**src/rtl/pk_pkg.sv**
```systemverilog
// Shared types for the block packer.
// Assumes: trailer length field is 9 bits, so blocks hold at most 512 words.
package pk_pkg;

    localparam int TRL_LEN_W = 9;

    // Sub-chunk kind carried in trailer bits 15:13.
    typedef enum logic [2:0] {
        SUB_NULL   = 3'd0,
        SUB_FIRST  = 3'd1,
        SUB_MIDDLE = 3'd2,
        SUB_LAST   = 3'd3,
        SUB_BOTH   = 3'd4
    } sub_kind_e;

    // Packer control states.
    typedef enum logic [2:0] {
        ST_IDLE,
        ST_HDR0,
        ST_HDR1,
        ST_DATA,
        ST_TRL,
        ST_PAD,
        ST_DROP
    } pk_state_e;

endpackage

```
**src/rtl/pk_pos_ctr.sv**
```systemverilog
// Word position inside the current output block.
// Counts accepted output words and wraps after the last word of a block.
// Assumes: step is only high on an output handshake.
module pk_pos_ctr #(
    parameter int BLK_WORDS = 512,
    localparam int POS_W = $clog2(BLK_WORDS)
) (
    input  logic             clk,
    input  logic             rst_n,
    input  logic             step,
    output logic [POS_W-1:0] pos
);

    localparam logic [POS_W-1:0] LAST_POS = POS_W'(BLK_WORDS - 1);

    // Advance on each output word, wrap at the block end.
    always_ff @(posedge clk) begin
        if (!rst_n)
            pos <= '0;
        else if (step)
            pos <= (pos == LAST_POS) ? '0 : pos + 1'b1;
    end

endmodule

```
**src/rtl/pk_idle_tmr.sv**
```systemverilog
// Idle timer for an open block.
// Counts consecutive cycles with run high (saturating), clears when run drops.
// expired is high on the limit-th such cycle and after; limit 0 disables it.
module pk_idle_tmr #(
    parameter int CNT_W = 16
) (
    input  logic             clk,
    input  logic             rst_n,
    input  logic             run,
    input  logic [CNT_W-1:0] limit,
    output logic             expired
);

    logic [CNT_W-1:0] cnt;

    // Count idle cycles, saturate at all ones.
    always_ff @(posedge clk) begin
        if (!rst_n || !run)
            cnt <= '0;
        else if (cnt != '1)
            cnt <= cnt + 1'b1;
    end

    // Compare against limit minus one so the limit-th idle cycle fires.
    always_comb expired = run && (limit != '0) && (cnt >= limit - 1'b1);

endmodule

```
**src/rtl/pk_trl_fmt.sv**
```systemverilog
// Trailer word encoder.
// Picks the sub-chunk kind from continuation and end status and packs
// kind, error, truncation and length into one 16-bit word.
module pk_trl_fmt
    import pk_pkg::*;
(
    input  logic                 is_null,
    input  logic                 cont,
    input  logic                 ended,
    input  logic                 err,
    input  logic                 trunc,
    input  logic [TRL_LEN_W-1:0] len,
    output logic [15:0]          word
);

    sub_kind_e kind;

    // Select the kind, then pack the fields.
    always_comb begin
        if (is_null)
            kind = SUB_NULL;
        else if (!cont)
            kind = ended ? SUB_BOTH : SUB_FIRST;
        else
            kind = ended ? SUB_LAST : SUB_MIDDLE;
        word = {kind, err, trunc, 2'b00, len};
    end

endmodule

```
**src/rtl/blk_packer.sv**
```systemverilog
// Packs one link's packets into fixed-size blocks with header, per-sub-chunk
// trailers, idle-timeout padding and packet truncation.
// Assumes: source holds in_valid and fields until accepted; packets are
// opened by in_sop and closed by in_eop.
module blk_packer
    import pk_pkg::*;
#(
    parameter int          BLOCK_BYTES = 1024,
    parameter int          LINK_W      = 11,
    parameter int          SEQ_W       = 5,
    parameter int          CFG_W       = 16,
    parameter logic [15:0] SOB_SYM     = 16'hC35A
) (
    input  logic              clk,
    input  logic              rst_n,
    input  logic [LINK_W-1:0] link_id,
    input  logic [CFG_W-1:0]  cfg_timeout,
    input  logic [CFG_W-1:0]  cfg_max_len,
    input  logic              in_valid,
    output logic              in_ready,
    input  logic [15:0]       in_data,
    input  logic              in_sop,
    input  logic              in_eop,
    input  logic              in_err,
    output logic              out_valid,
    input  logic              out_ready,
    output logic [15:0]       out_data,
    output logic              out_last
);

    localparam int BLK_WORDS = BLOCK_BYTES / 2;
    localparam int POS_W     = $clog2(BLK_WORDS);
    localparam logic [POS_W-1:0] POS_END  = POS_W'(BLK_WORDS - 1);
    localparam logic [POS_W-1:0] POS_NEAR = POS_W'(BLK_WORDS - 2);

    pk_state_e             state;
    logic [SEQ_W-1:0]      seq;
    logic [POS_W-1:0]      pos;
    logic [TRL_LEN_W-1:0]  sub_len;
    logic [CFG_W-1:0]      pkt_len;
    logic                  in_pkt, blk_open;
    logic                  t_cont, t_end, t_err, t_trunc;
    logic                  drop_pend, to_pend;
    logic                  to_exp, out_fire, in_fire;
    logic                  at_end, near_end;
    logic                  cont_now, trunc_hit, pkt_ends;
    logic [CFG_W-1:0]      pkt_base;
    logic [15:0]           trl_word;

    pk_pos_ctr #(.BLK_WORDS(BLK_WORDS)) u_pos (
        .clk  (clk),
        .rst_n(rst_n),
        .step (out_fire),
        .pos  (pos)
    );

    pk_idle_tmr #(.CNT_W(CFG_W)) u_tmr (
        .clk    (clk),
        .rst_n  (rst_n),
        .run    (state == ST_DATA && !in_valid),
        .limit  (cfg_timeout),
        .expired(to_exp)
    );

    pk_trl_fmt u_fmt (
        .is_null(state == ST_PAD),
        .cont   (t_cont),
        .ended  (t_end),
        .err    (t_err),
        .trunc  (t_trunc),
        .len    (sub_len),
        .word   (trl_word)
    );

    // Position flags and per-word packet decisions.
    always_comb begin
        at_end    = (pos == POS_END);
        near_end  = (pos == POS_NEAR);
        cont_now  = in_pkt && !in_sop;
        pkt_base  = in_sop ? '0 : pkt_len;
        trunc_hit = (cfg_max_len != '0) && !in_eop &&
                    ({1'b0, pkt_base} + 1'b1 >= {1'b0, cfg_max_len});
        pkt_ends  = in_eop || trunc_hit;
    end

    // Output word and input acceptance per state.
    always_comb begin
        out_valid = 1'b0;
        out_data  = '0;
        in_ready  = 1'b0;
        unique case (state)
            ST_HDR0: begin out_valid = 1'b1; out_data = {link_id, seq}; end
            ST_HDR1: begin out_valid = 1'b1; out_data = SOB_SYM; end
            ST_DATA: if (!to_exp) begin
                out_valid = in_valid;
                out_data  = in_data;
                in_ready  = out_ready;
            end
            ST_TRL:  begin out_valid = 1'b1; out_data = trl_word; end
            ST_PAD:  begin out_valid = 1'b1; out_data = at_end ? trl_word : '0; end
            ST_DROP: in_ready = 1'b1;
            default: ;
        endcase
        out_last = out_valid && at_end;
        out_fire = out_valid && out_ready;
        in_fire  = in_valid && in_ready;
    end

    // Block, sub-chunk and packet sequencing.
    always_ff @(posedge clk) begin
        if (!rst_n) begin
            state     <= ST_IDLE;
            seq       <= '0;
            sub_len   <= '0;
            pkt_len   <= '0;
            in_pkt    <= 1'b0;
            blk_open  <= 1'b0;
            t_cont    <= 1'b0;
            t_end     <= 1'b0;
            t_err     <= 1'b0;
            t_trunc   <= 1'b0;
            drop_pend <= 1'b0;
            to_pend   <= 1'b0;
        end else begin
            unique case (state)
                ST_IDLE: if (in_valid) state <= ST_HDR0;
                ST_HDR0: if (out_fire) begin
                    state    <= ST_HDR1;
                    blk_open <= 1'b1;
                end
                ST_HDR1: if (out_fire) state <= ST_DATA;
                ST_DATA: begin
                    if (to_exp) begin
                        if (sub_len != '0) begin
                            state   <= ST_TRL;
                            t_end   <= 1'b0;
                            t_err   <= 1'b0;
                            t_trunc <= 1'b0;
                            to_pend <= 1'b1;
                        end else begin
                            state <= ST_PAD;
                        end
                    end else if (in_fire) begin
                        sub_len <= sub_len + 1'b1;
                        if (sub_len == '0) t_cont <= cont_now;
                        in_pkt  <= !pkt_ends;
                        pkt_len <= pkt_ends ? '0 : pkt_base + 1'b1;
                        if (pkt_ends || near_end) begin
                            state     <= ST_TRL;
                            t_end     <= pkt_ends;
                            t_err     <= in_eop && in_err;
                            t_trunc   <= trunc_hit;
                            drop_pend <= trunc_hit;
                        end
                    end
                end
                ST_TRL: if (out_fire) begin
                    sub_len <= '0;
                    t_err   <= 1'b0;
                    t_trunc <= 1'b0;
                    to_pend <= 1'b0;
                    if (drop_pend)                state <= ST_DROP;
                    else if (at_end)              state <= ST_IDLE;
                    else if (to_pend || near_end) state <= ST_PAD;
                    else                          state <= ST_DATA;
                end
                ST_PAD: if (out_fire) begin
                    if (at_end) begin
                        state   <= ST_IDLE;
                        sub_len <= '0;
                    end else begin
                        sub_len <= sub_len + 1'b1;
                    end
                end
                ST_DROP: if (in_fire && in_eop) begin
                    drop_pend <= 1'b0;
                    if (!blk_open)   state <= ST_IDLE;
                    else if (at_end) state <= ST_PAD;
                    else             state <= ST_DATA;
                end
                default: state <= ST_IDLE;
            endcase
            if (out_fire && at_end) begin
                blk_open <= 1'b0;
                seq      <= seq + 1'b1;
            end
        end
    end

    // ---------------- assertions ----------------
    logic [POS_W-1:0] sh_cnt;
    logic [SEQ_W-1:0] sh_seq;

    // Port-side shadow of block position and counter for the checks below.
    always_ff @(posedge clk) begin
        if (!rst_n) begin
            sh_cnt <= '0;
            sh_seq <= '0;
        end else if (out_valid && out_ready) begin
            sh_cnt <= out_last ? '0 : sh_cnt + 1'b1;
            if (out_last) sh_seq <= sh_seq + 1'b1;
        end
    end

    p_block_len_r1: assert property (@(posedge clk) disable iff (!rst_n)
        (out_valid && out_ready && out_last) |-> (sh_cnt == POS_END));

    p_hdr_no_input_r2: assert property (@(posedge clk) disable iff (!rst_n)
        (out_valid && sh_cnt <= POS_W'(1)) |-> !in_ready);

    p_seq_step_r3: assert property (@(posedge clk) disable iff (!rst_n)
        (out_valid && sh_cnt == '0) |-> (out_data[SEQ_W-1:0] == sh_seq));

    p_data_slot_r6: assert property (@(posedge clk) disable iff (!rst_n)
        (in_valid && in_ready && out_valid) |-> (sh_cnt <= POS_NEAR));

    p_stall_hold_r10: assert property (@(posedge clk) disable iff (!rst_n)
        (out_valid && !out_ready) |=> (out_valid && $stable(out_data)));

endmodule

```
**config.mk**
```make
export PLATFORM = sky130hd
export DESIGN_NAME = blk_packer
export DESIGN_NICKNAME = d
export VERILOG_FILES = /design/src/rtl/pk_pkg.sv /design/src/rtl/pk_pos_ctr.sv /design/src/rtl/pk_idle_tmr.sv /design/src/rtl/pk_trl_fmt.sv /design/src/rtl/blk_packer.sv
export SDC_FILE = /design/constraint.sdc
export NUM_CORES = 1
export LEC_CHECK = 0
export ABC_CLOCK_PERIOD_IN_PS = 9700
export BUFFER_PORTS_ARGS = -buffer_cell sky130_fd_sc_hd__buf_2
export CAP_MARGIN = 10
export CORE_UTILIZATION = 40
export DETAILED_ROUTE_END_ITERATION = 8
export HOLD_SLACK_MARGIN = 0.02
export PLACE_DENSITY_LB_ADDON = 0.1
export SETUP_SLACK_MARGIN = 0.2
export SYNTH_ARGS = -nofsm -noshare
export SYNTH_HDL_FRONTEND = slang
export SYNTH_SLANG_ARGS = --single-unit
```
**constraint.sdc**
```tcl
create_clock -name clk -period 9.7 [get_ports clk]
set_clock_uncertainty 0.2 [all_clocks]
set_input_delay 1.94 -clock clk [delete_from_list [all_inputs] [get_ports clk]]
set_output_delay 1.94 -clock clk [all_outputs]
set_load 0.1 [all_outputs]
```
## After elaboration in Yosys (flattened, before gate mapping)

Index checks and enable logic that the tools add are counted.

- Flip-flop bits (word level): 66
- Input port bits: 66

- $add $sub $neg: 7
- Magnitude comparators: 2
- Equal/unequal tests: 25
- Muxes and demuxes: 56
- Bitwise logic cells: 2
- Reduce and logical (&&, ||, !) cells: 43

Operators with widths:

| cell | count |
|---|---|
| 16-bit case mux with 5 select lines | 1 |
| 16-bit two-way mux | 4 |
| 3-bit two-way mux | 18 |
| 9-bit two-way mux | 6 |
| 16-bit by 1-bit adder with 16-bit output, second input constant | 2 |
| 16-bit nonzero test | 2 |
| 9-bit case mux with 3 select lines | 1 |
| 3-bit case mux with 7 select lines | 1 |
| 2-bit != test, second input constant | 10 |
| 1-bit two-way mux | 19 |
| 9-bit by 1-bit adder with 9-bit output, second input constant | 2 |
| 9-bit == test, second input constant | 2 |
| 16-bit by 1-bit adder with 17-bit output, second input constant | 1 |
| 17-bit by 16-bit greater-or-equal comparator with 1-bit output | 1 |
| 16-bit greater-or-equal comparator | 1 |
| 16-bit != test, second input constant | 1 |
| 16-bit by 1-bit subtractor with 16-bit output, second input constant | 1 |
| 5-bit AND reduction | 3 |
| 1-bit logical AND | 12 |
| 1-bit case mux with 2 select lines | 6 |
| 4-bit AND reduction | 3 |
| 3-bit == test, second input constant | 3 |
| 9-bit logical NOT | 1 |
| 9-bit AND reduction | 1 |
| 17 further kinds | 33 |

## Longest topological paths before layout

Gate-level depths: netlist of the first run.

- Word-level depth: 10
- Depth in mapped cells: 20

## Modules after synthesis

A second synthesis of the first run with hierarchy kept.

- Cells, all modules: 627
- Area, all modules: 5086.1 um^2

Modules (own cells, without submodules):

| module | instances | cells each | area an instance (um^2) |
|---|---|---|---|
| blk_packer | 1 | 401 | 3168.0 |
| pk_idle_tmr | 1 | 161 | 1352.5 |
| pk_pos_ctr | 1 | 46 | 429.2 |
| pk_trl_fmt | 1 | 19 | 136.4 |

## Worst setup path after synthesis of the first run

No wires, ideal clock.

- Path type: input to output
- Start: in cfg_timeout[0]
- End: out out_data[13]
- Arrival time: 5439 ps
- Data required time: 7560 ps
- Path slack: 2121 ps
- Cell stages on the path: 16
- Path through: inv_1 -> ha_1 -> nand2_1 -> or2_2 -> nand2b_1 -> nor3_1 -> xnor2_1 -> ha_1 -> and4_1 -> nand2_1 -> o21ai_0 -> o311ai_4 -> and2b_2 -> buf_4 -> nand2_1 -> o21ai_0

- Longest elaborated chain between the ends: 5
- Elaborated cells between the ends (all ways): 7
- Classes of those cells: add/sub (1); order compare (1); mux (2); reduce/logical (3)

RTL lines:

| what | line | RTL |
|---|---|---|
| start: declaration | blk_packer.sv:17 | `input logic [CFG_W-1:0] cfg_timeout,` |
| 16-bit by 1-bit subtractor with 16-bit output or 16-bit nonzero test (tied branches) | pk_idle_tmr.sv:25 | `always_comb expired = run && (limit != '0) && (cnt >= limit - 1'b1);` |
| 16-bit greater-or-equal comparator or 1-bit logical AND (tied branches) | pk_idle_tmr.sv:25 |  |
| 1-bit logical AND (*) | pk_idle_tmr.sv:25 |  |
| 16-bit two-way mux (*) | blk_packer.sv:94 | `ST_DATA: if (!to_exp) begin` |
| 16-bit case mux with 5 select lines (*) | blk_packer.sv:91 | `unique case (state)` |
| end: declaration | blk_packer.sv:27 | `output logic [15:0] out_data,` |

Every way passes the cells marked *; elsewhere a longest branch is shown, timed or not.

## Final worst setup path of the first run

- Start: in cfg_timeout[0]
- End: out out_data[11]

The elaborated chain is that of the path after synthesis.

==> results of run 1 <==
## cell families after synthesis
group | Yosys count | share of synthesized area
simple gates | 280 | 0.291
compound gates | 137 | 0.188
flops | 66 | 0.266
buf+inv | 64 | 0.0499
xor+xnor | 49 | 0.0865
fa+ha+maj | 42 | 0.106
mux | 6 | 0.0121
## layer usage
layer	up-vias	part of all wire	GRT usage
met4	0	0.011	0.0553
met2	88	0.45	0.330
met3	9	0.032	0.0343
met5	-	0	0
li1	2415	-	-
met1	2195	0.51	0.277
## worst max-delay path by stage
stage	start	slack [ns]	endpoint
CTS	cfg_timeout[0]	2.12	out_data[11]
global route	cfg_timeout[2]	1.75	out_data[12]
finish	cfg_timeout[0]	2.16	out_data[11]
detailed placement	cfg_timeout[0]	2.12	out_data[11]
floorplan	cfg_timeout[0]	2.12	out_data[13]
global placement	cfg_timeout[0]	2.21	out_data[11]
## worst min-delay path: cells and delay by family, from the launching register on
family	cells	cell delay (ns)
AO/OA/AOI/OAI	1	0.06
flip-flops	1	0.32
AND/OR/NAND/NOR	1	0.05
## sequential cells by signal, summed over array words and instances, names as in the netlist
signal,cells
drop_pend,1
blk_open,1
t_end,1
sub_len,9
pkt_len,16
u_pos.pos,9
t_err,1
seq,5
t_trunc,1
u_tmr.cnt,16
state,3
in_pkt,1
to_pend,1
t_cont,1
## cells in the mapped netlist (all sizes together) (23+ instances only)
cell type	instances	share of area
clkbuf	27	0.020
dfxtp	66	0.27
nor2	61	0.046
xor2	24	0.042
xnor2	25	0.044
nand2	70	0.053
nor2b	23	0.029
inv	32	0.024
nand3	35	0.036
ha	42	0.11
a21oi	33	0.033
o21ai	30	0.030
## layout make-up
cell class	count	area (um2)	share of cell area
inverters	32	120	0.0208
flip-flops and latches	66	1320	0.229
well taps	168	210	0.0365
multi-input cells	514	3390	0.588
repair buffers	87	443	0.0768
clock buffers	11	253	0.0438
clock inverters	4	26.3	0.00456
## where the power goes
| group | switching (mW) | internal, mW |
|---|---|---|
| combinational | 0.464 | 0.134 |
| clock | 0.122 | 0.185 |
| sequential | 0.0233 | 0.283 |
## layout by cell type (no fill, tap or decap), types with 3 or more instances in the layout
cell type	Yosys	layout
xnor2_1	25	25
and3_1	12	12
o21a_1	3	3
clkbuf_16	0	9
nand3_1	34	34
a31oi_1	5	5
nand3b_1	3	3
a21o_1	3	3
nor2_1	61	61
and4b_1	3	3
a211oi_1	3	3
nand2b_1	10	10
and4_1	7	7
nand4_1	13	13
mux2i_1	6	6
ha_1	42	42
xor2_1	24	24
o21ai_0	29	29
buf_4	1	3
dfxtp_1	66	66
nor3_1	7	7
a222oi_1	6	6
nand2_1	70	70
a21oi_1	33	33
a22oi_1	6	6
nor2b_1	23	23
nor4_1	9	9
o211ai_1	5	5
nor3b_1	7	7
and2_1	11	11
buf_2	3	84
inv_1	32	32
a21boi_0	21	21
## metrics by stage
stage	setup slack, ns	utilization
after floorplan	2.12	-
after global routing	1.75	0.478
after CTS	2.12	0.478
after detailed placement	2.12	0.455
after global placement	2.21	0.455
final	2.16	0.478
==> flow_summary.json, run 1 <==
{
  "crit_required_ns": 7.56,
  "row_count": 40,
  "vias": 4707,
  "hold_slack_ns": 0.288,
  "cp-end-kind": "primary output",
  "placed_cells": 867,
  "clkSlewWorstSetupHoldPaths_ns": 0.05,
  "gp_congestion": 0.863,
  "die_h_um": 113,
  "grt_pass1_wl_mm": 21.1,
  "tns_ns": 0,
  "status": "finished, final reports clean",
  "powerDensity_nw_per_um2": 210,
  "peakVddDrop_mv": 0.0858,
  "worst_hold_path.num_cells": 2,
  "cts_buffer_depth": 2,
  "overflow": 0,
  "syn-instance-count": 644,
  "fin_nets": 818,
  "finalInstanceArea_um2": 5770,
  "worst-r2r-setup-slack_ns": 5.26,
  "worstHoldStart": "pkt_len[15]",
  "fin_crit_sh": 0.778,
  "ys.flop_type": "dfxtp_1",
  "cts.sinks": 66,
  "antenna_found_initial": 0,
  "cts_tree": "done",
  "min_path_type": "reg2reg",
  "wire_per_inst_um": 14.2,
  "initial_core_util": 0.411,
  "fmax_ghz": 0.133,
  "ant_nets": 0,
  "fin_crit_ns": 7.54,
  "min_to": "pkt_len[15]",
  "io_buffers": 84,
  "synth-edff-count": 0,
  "n_antenna_cell": 0,
  "crit_chain": "buf_2, inv_1, ha_1, nand2_1, or2_2, nand2b_1, nor4_1, xnor2_1, ha_1, and4_1, nand2_1, o21ai_0, o311ai_4, and2b_2, a222oi_1, inv_1, buf_2",
  "worst_pin_slew_ns": 0.896,
  "routed_wl_mm": 12.5,
  "postCtsHoldBufs": 0,
  "dpl_cell_area_um2": 5490,
  "drive_gt1_frac": 0.157,
  "yosys_register_bits": 66,
  "grt_pass1_vias": 4384,
  "cts_root_buf": "clkbuf_16",
  "cap_violations": 0,
  "syn_avg_cell_area_um2": 7.70,
  "cp_slowest_cell": "a222oi_1",
  "timing.rr.end": "state[0]",
  "p_leak_nw": 2.39,
  "hpwl_mm": 9.34,
  "cp.depth": 17,
  "coreArea_um2": 12100,
  "path_buf_inv": 4,
  "synth_nets": 752,
  "critical_path_arrival_ns": 5.40,
  "ys.warnings.count": 0,
  "fill_cells": 1233,
  "syn_area_um2": 4960,
  "first_pass_iters": 6,
  "gr-usage-all-layers": 0.203,
  "drcViolationCount": 0,
  "hold_viol": 0,
  "fin_cells": 882,
  "io_pins": 85,
  "drt-initial-drc-count": 288,
  "yosys.cell_types.count": 61,
  "r2r-start": "pkt_len[0]",
  "critPathKind": "in2out",
  "async_flop_share": 0,
  "cts-resized-gates": 0,
  "path_max_fanout": 15,
  "grt_start_max_net_pins": 47,
  "synthToLayoutAreaGrowth_pct": 16.2,
  "clkLatencyLatePin_ns": 0.33,
  "power.total_mw": 1.21,
  "maxSlewViolCount": 0,
  "via_per_inst": 5.34,
  "finalSetupViolCount": 0,
  "startpoint_type": "input port",
  "post_cts.repair.setup_buffers": 0,
  "h-tree-depth": 3,
  "rsz0062_at_grt": "false",
  "die-area_um2": 12900,
  "timing.slew.headroom": 0.401,
  "ys_seq_area_frac": 0.266,
  "cts_inserted_buffers": 9,
  "die_x_um": 113,
  "cp_top_family": "simple AND/OR/NAND/NOR gates",
  "crit_path_max_incr_delay_ns": 0.37,
  "ff2ff_path_depth": 17
}
Power figures use the tool's default switching activity.
==> inputs of run 2 (changes only) <==
--- a/config.mk
+++ b/config.mk
@@ -5,7 +5,7 @@
 export SDC_FILE = /design/constraint.sdc
 export NUM_CORES = 1
 export LEC_CHECK = 0
-export ABC_CLOCK_PERIOD_IN_PS = 9700
+export ABC_CLOCK_PERIOD_IN_PS = 7000
 export BUFFER_PORTS_ARGS = -buffer_cell sky130_fd_sc_hd__buf_2
 export CAP_MARGIN = 10
 export CORE_UTILIZATION = 40
==> constraint.sdc (replaced) <==
create_clock -name clk -period 7 [get_ports clk]
set_clock_uncertainty 0.2 [all_clocks]
set_input_delay 1.4 -clock clk [delete_from_list [all_inputs] [get_ports clk]]
set_output_delay 1.4 -clock clk [all_outputs]
set_load 0.1 [all_outputs]
==> flow_summary.json, run 2 (synthesis gave the netlist of run 1 again) <==
{
  "io_buffers": 84,
  "die_x_um": 113,
  "min_path_type": "reg2reg",
  "placed_cells": 867,
  "peakVddDrop_mv": 0.176,
  "hold_viol": 0,
  "min_to": "pkt_len[0]",
  "mostFrequentLayoutCell": "buf_2",
  "maxSlewViolCount": 0,
  "path_max_fanout": 15,
  "wire_per_inst_um": 14.1,
  "gr-usage-all-layers": 0.204,
  "clkSlewWorstSetupHoldPaths_ns": 0.05,
  "multi_input_area_um2": 3400,
  "power.total_mw": 1.75,
  "cts_tree": "done",
  "status": "finished, final reports clean",
  "cp-end-kind": "primary output",
  "seq_area_um2": 1320,
  "routed_wl_mm": 12.5,
  "reg.largest.list": "pkt_len (16), u_tmr.cnt (16)",
  "worst_pin_slew_ns": 0.907,
  "gp_congestion": 0.851,
  "drt-initial-drc-count": 279,
  "fin_crit_ns": 6.38,
  "die_h_um": 113,
  "critPathKind": "in2out",
  "finalSetupViolCount": 0,
  "worst-r2r-setup-slack_ns": 2.57,
  "startpoint_type": "input port",
  "die-area_um2": 12900,
  "fin_crit_sh": 0.911,
  "rsz0062_at_grt": "false",
  "fin_nets": 818,
  "coreArea_um2": 12100,
  "crit_required_ns": 5.40,
  "drcViolationCount": 0,
  "first_pass_iters": 6,
  "fmax_ghz": 0.157,
  "h-tree-depth": 3,
  "fin_cells": 883,
  "overflow": 0,
  "fill_cells": 1196,
  "worstHoldStart": "pkt_len[0]",
  "timing.slew.headroom": 0.393,
  "cts_inserted_buffers": 9,
  "cts_root_buf": "clkbuf_16",
  "initial_core_util": 0.411,
  "ff2ff_path_depth": 17,
  "grt_start_max_net_pins": 47,
  "tns_ns": 0,
  "row_count": 40,
  "drive_gt1_frac": 0.159,
  "vias": 4793,
  "synthToLayoutAreaGrowth_pct": 17.3,
  "layout_common_cells": "buf_2, nand2_1, dfxtp_1",
  "cts.sinks": 66,
  "postCtsHoldBufs": 0,
  "worstSetupStartpoint": "cfg_timeout[0]",
  "worst_hold_path.num_cells": 2,
  "timing.rr.end": "state[0]",
  "powerDensity_nw_per_um2": 301,
  "critical_path_arrival_ns": 4.78,
  "p_leak_nw": 2.42,
  "io_pins": 85,
  "grt_pass1_wl_mm": 21.3,
  "r2r-start": "pkt_len[0]",
  "via_per_inst": 5.43,
  "n_antenna_cell": 0,
  "hpwl_mm": 9.30,
  "antenna_found_initial": 0,
  "cts_buffer_depth": 2,
  "grt_pass1_vias": 4547,
  "clkLatencyLatePin_ns": 0.33,
  "ant_nets": 0,
  "cap_violations": 0
}
-- run 2: changes by cell type in the layout (fill, tap and decap cells not counted), sizes merged --
cell	change
clkinvlp	-1
clkbuf	-1
bufinv	+2
clkinv	+1
-- run 2: worst max-delay path, cell delays in order --
cell and delay (ns):
buf_2 0.10, inv_1 0.07, ha_1 0.18, nand2_1 0.08
or2_2 0.30, nand2b_1 0.23, nor3_1 0.25, xnor2_1 0.10
ha_1 0.29, and4_1 0.20, nand2_1 0.06, o21ai_1 0.19
o311ai_4 0.20, and2b_2 0.37, a222oi_1 0.37, inv_1 0.07
buf_2 0.29
-- run 2: what timing repair did --
item	in CTS	in global routing
buffers inserted	0	0
endpoints found under the setup margin	0	14
resized for setup	0	2
-- run 2: final cells by class --
| class | instances | share of cell area |
|---|---|---|
| inverter | 32 | 0.0206 |
| multi-input combinational | 514 | 0.584 |
| sequential | 66 | 0.227 |
| clock buffer | 10 | 0.0411 |
| clock inverter | 6 | 0.0151 |
| tap | 168 | 0.0361 |
| timing repair buffer | 87 | 0.0761 |
-- run 2: how the worst max path moves through the flow --
stage,end,cells past startpoint
final,out_data[0],17
after global routing,out_data[12],17
after CTS,out_data[11],15
after detailed placement,out_data[11],15
after global placement,out_data[11],17
after floorplan,out_data[13],16
-- run 2: per-layer routing --
metal	wire (um)	vias up	GRT usage
met2	5610	109	0.328
met5	0	-	0
li1	-	2419	-
met1	6240	2257	0.280
met4	144	0	0.0561
met3	492	8	0.0354
-- run 2: report_power, final --
part           leakage (nW)  switching, mW  internal (mW)
registers             0.532         0.0326          0.392
logic                  1.72          0.642          0.186
clock network         0.163          0.174          0.322
-- run 2: metrics by stage --
stage                     utilization  setup WS, ns  instance area (um2)  hold slack (ns)
final                           0.482         0.620                 5820            0.282
after global routing            0.482         0.306                 5820            0.314
after CTS                       0.482         0.462                 5810            0.289
after detailed placement        0.455         0.480                 5490            0.281
after global placement          0.455         0.594                 5490            0.274
after floorplan                     -         0.501                 4960            0.237
